## src/rtl/lwc_round_enc.sv

```systemverilog
module lwc_round_enc #(
  parameter int BLK_W   = 64,
  parameter int KEY_W   = 80,
  parameter int NROUNDS = 31,
  parameter int CNT_W   = 5,
  parameter int CTR_LSB = 15
) (
  input  logic             clk,
  input  logic             rst_n,
  input  logic             start,
  input  logic [BLK_W-1:0] pt,
  input  logic [KEY_W-1:0] key,
  output logic [BLK_W-1:0] ct,
  output logic             done
);
  localparam int NIB = BLK_W / 4;
  localparam int ROT = KEY_W - 61;

  typedef enum logic [1:0] {IDLE, RUN, FIN} phase_t;

  phase_t           phase;
  logic [BLK_W-1:0] st;
  logic [KEY_W-1:0] kr;
  logic [CNT_W-1:0] rnd;
  logic             busy;

  function automatic logic [3:0] sbox(input logic [3:0] x);
    case (x)
      4'h0: sbox = 4'hC; 4'h1: sbox = 4'h5; 4'h2: sbox = 4'h6; 4'h3: sbox = 4'hB;
      4'h4: sbox = 4'h9; 4'h5: sbox = 4'h0; 4'h6: sbox = 4'hA; 4'h7: sbox = 4'hD;
      4'h8: sbox = 4'h3; 4'h9: sbox = 4'hE; 4'hA: sbox = 4'hF; 4'hB: sbox = 4'h8;
      4'hC: sbox = 4'h4; 4'hD: sbox = 4'h7; 4'hE: sbox = 4'h1; default: sbox = 4'h2;
    endcase
  endfunction

  logic [BLK_W-1:0] rk, mixed, subd, permd;
  assign rk    = kr[KEY_W-1 -: BLK_W];
  assign mixed = st ^ rk;

  for (genvar n = 0; n < NIB; n++) begin : g_sub
    assign subd[4*n +: 4] = sbox(mixed[4*n +: 4]);
  end

  for (genvar i = 0; i < BLK_W; i++) begin : g_perm
    assign permd[NIB*(i%4) + i/4] = subd[i];
  end

  logic [KEY_W-1:0] krot, knext;
  assign krot = {kr[ROT-1:0], kr[KEY_W-1:ROT]};

  always_comb begin
    knext = krot;
    knext[KEY_W-1 -: 4] = sbox(krot[KEY_W-1 -: 4]);
    knext[CTR_LSB +: CNT_W] = krot[CTR_LSB +: CNT_W] ^ rnd;
  end

  assign busy = (phase != IDLE);
  assign ct   = st;

  always_ff @(posedge clk or negedge rst_n) begin
    if (!rst_n) begin
      phase <= IDLE;
      st    <= '0;
      kr    <= '0;
      rnd   <= '0;
      done  <= 1'b0;
    end else begin
      done <= 1'b0;
      case (phase)
        IDLE: if (start) begin
          st    <= pt;
          kr    <= key;
          rnd   <= CNT_W'(1);
          phase <= RUN;
        end
        RUN: begin
          st  <= permd;
          kr  <= knext;
          rnd <= rnd + 1'b1;
          if (rnd == CNT_W'(NROUNDS)) phase <= FIN;
        end
        default: begin
          st    <= st ^ rk;
          done  <= 1'b1;
          phase <= IDLE;
        end
      endcase
    end
  end
endmodule

```

## config.mk

```make
export PLATFORM = sky130hd
export DESIGN_NAME = lwc_round_enc
export DESIGN_NICKNAME = d
export VERILOG_FILES = /design/src/rtl/lwc_round_enc.sv
export SDC_FILE = /design/constraint.sdc
export NUM_CORES = 1
export LEC_CHECK = 0
export BUFFER_PORTS_ARGS = -buffer_cell sky130_fd_sc_hd__buf_2
export CAP_MARGIN = 20
export CORE_MARGIN = 2
export CORE_UTILIZATION = 40
export DETAILED_ROUTE_END_ITERATION = 8
export PLACE_DENSITY = 0.58
export SLEW_MARGIN = 10
export SYNTH_ARGS = -nofsm -noshare
export SYNTH_HDL_FRONTEND = slang
export SYNTH_SLANG_ARGS = --single-unit
```

## constraint.sdc

```tcl
create_clock -name clk -period 2.88 [get_ports clk]
set_input_delay 0.144 -clock clk [delete_from_list [all_inputs] [get_ports clk]]
set_output_delay 0.144 -clock clk [all_outputs]
set_load 0.02 [all_outputs]
```

==> out/metrics.yaml <==
syn_area_um2: 11900
drive_above_1_share_pct: 23.6
wirelength_um: 44100
synth-seq-area-share_pct: 31.9
fin_ws_ns: 0.616
cts-root-buf: "clkbuf_16"
coreArea_um2: 29500
route.detailed.drc: 0
syn_area_per_cell_um2: 9.03
die-area_um2: 31200
multi_input_area_um2: 7380
yosysMostFrequentCell: "dfrtp_1"
die_height_um: 177
insertion_delay_ns: 0.44
skew_ns: 0.0118
regArea_um2: 3810
path_class: "reg -> reg"
drv_cap: 0
final_net_count: 1708
hold_violations: 0
start_kind: "flip-flop"
min_path_type: "in -> reg"
ys_warn_count: 0
die_w_um: 177
antenna_found_initial: 2
drt_first_pass_iters: 5
yosysTopAreaCell: "dfrtp_1"
vias: 11400
ys_async_sr_fraction_pct: 100
fin_crit_sh_pct: 78.6
tns_ns: 0
report.final.setup_viol: 0
drtIter0Drc: 1170
dpl.hpwl_um: 32600
synth-main-ff-cell: "dfrtp_1"
vias_per_cell: 5.95
post-route-min-period_ns: 2.26
reg2reg_slack_ns: 0.62
port_buffers: 211
post_drt_wl_per_cell_um: 23.1
dp_slack_ns: 0.667
crit_required_ns: 3.19
start_util_pct: 40.4
cts_buffers: 17
diodes: 0
slew_headroom_pct: 36.7
rsz0062_at_grt: "false"
nFillCells: 2906
grt_overflow_total: 0
synth_top_area_share_pct: 31.9
ys_ff_latch: 152
maxSlewViolCount: 0
track_usage_pct: 27.9
htree_levels: 4
critical_path_arrival_ns: 2.58
syn-num-nets: 1522
grt_pass1_wl_um: 64600
worstSetupEndpointType: "flip-flop"
netlist_instances: 1320
num_rows: 63
clock-sinks: 152
io_pins: 212
worstMarginPinSlew_ns: 0.949
critPathMaxFanout: 6
synth_cell_types: 56
gp_congestion: 0.892
grt_pass1_vias: 10400
clockBufferDepth: 2
timing.fmax_ghz: 0.442
path_clk_slew_ns: 0.07
ant_nets: 0
tritoncts: "built"
status: "finished, final reports clean"
yosys-top-cells-count: "dfrtp_1 (152), a21oi_1 (132), inv_1 (96)"
synth_edf_count: 0
yosys-top-cells-area: "dfrtp_1 (32%), ha_1 (5.8%), a21oi_1 (5.5%)"
synthToLayoutAreaGrowth_pct: 18.7
grt_max_degree: 154
## layout by cell type (no fill, tap or decap), drive strengths merged, types with 7 or more instances in the layout
master,instances
a211oi,7
a21oi,132
a221oi,17
a22oi,69
a31oi,21
buf,242
clkbuf,20
dfrtp,152
dlygate4sd3,16
ha,55
inv,103
mux2i,55
mux4,29
nand2,67
nand2b,47
nand3,35
nor2,34
nor2b,8
nor3,27
nor3b,50
o211ai,7
o21a,15
o21ai,118
o221ai,8
o22ai,24
xnor2,31
xor2,66
## logic make-up after synthesis
| kind of cell | share of synthesized area, % |
|---|---|
| flops | 31.9 |
| fa+ha+maj | 5.77 |
| xor+xnor | 9.11 |
| mux | 10.5 |
| simple gates | 12.8 |
| compound gates | 23.6 |
| buf+inv | 6.41 |
## cell type report
| class | instances | share of cell area, % |
|---|---|---|
| well taps | 390 | 3.45 |
| repair buffers | 258 | 10.7 |
| clock inverters | 10 | 0.875 |
| inverters | 103 | 2.74 |
| multi-input cells | 974 | 52.1 |
| flip-flops and latches | 152 | 26.9 |
| clock buffers | 20 | 3.16 |
## path summary, 6_finish.rpt
| check | endpoint | from | cells after the start |
|---|---|---|---|
| worst min-delay path | kr[62] | key[62] | 3 |
| min in group asynchronous | kr[19] | rst_n | 2 |
| max in group asynchronous | ct[32] | rst_n | 3 |
| worst max register to register | ct[36] | kr[32] | 5 |
| worst max-delay path | ct[36] | kr[32] | 5 |
| worst min register to register | kr[68] | kr[68] | 2 |
## flip-flops by register name, indices dropped and copies added (netlist names)
name   count
phase      2
done       1
ct        64
rnd        5
kr        80
## per-layer routing
metal	wire, um	track usage (%)	vias to the layer above
met5	13	0	-
met4	1940	12.9	2
met3	3780	5.65	91
met2	19200	41.0	538
met1	19200	39.4	5550
li1	-	-	5171
## what timing repair did
| action | CTS | global route |
|---|---|---|
| hold endpoints to repair | 66 | 0 |
| gates resized for setup | 0 | 0 |
| hold buffers | 16 | 0 |
| endpoints found under the setup margin | 0 | 0 |
| setup buffers | 0 | 0 |
## stage by stage
step                cell area [um2]  cells  util (%)  hold slack (ns)
global placement              13400   1861      45.5            0.163
finish                        14200   1907      48.0          0.00877
floorplan                     11900   1320         -           -0.152
global route                  14200   1907      48.0           0.0250
CTS                           14200   1907      48.0          0.00132
detailed placement            13400   1861      45.5            0.157
## critical path, cell delays in order (launching register included)
cell and delay [ns]:
dfrtp_1 0.48, xor2_1 0.49, inv_1 0.10, ha_1 0.32
mux4_2 0.51, a222oi_1 0.26
Power is not shown: default switching activity piles up to over one toggle a cycle in this logic, so the estimate is an artifact.
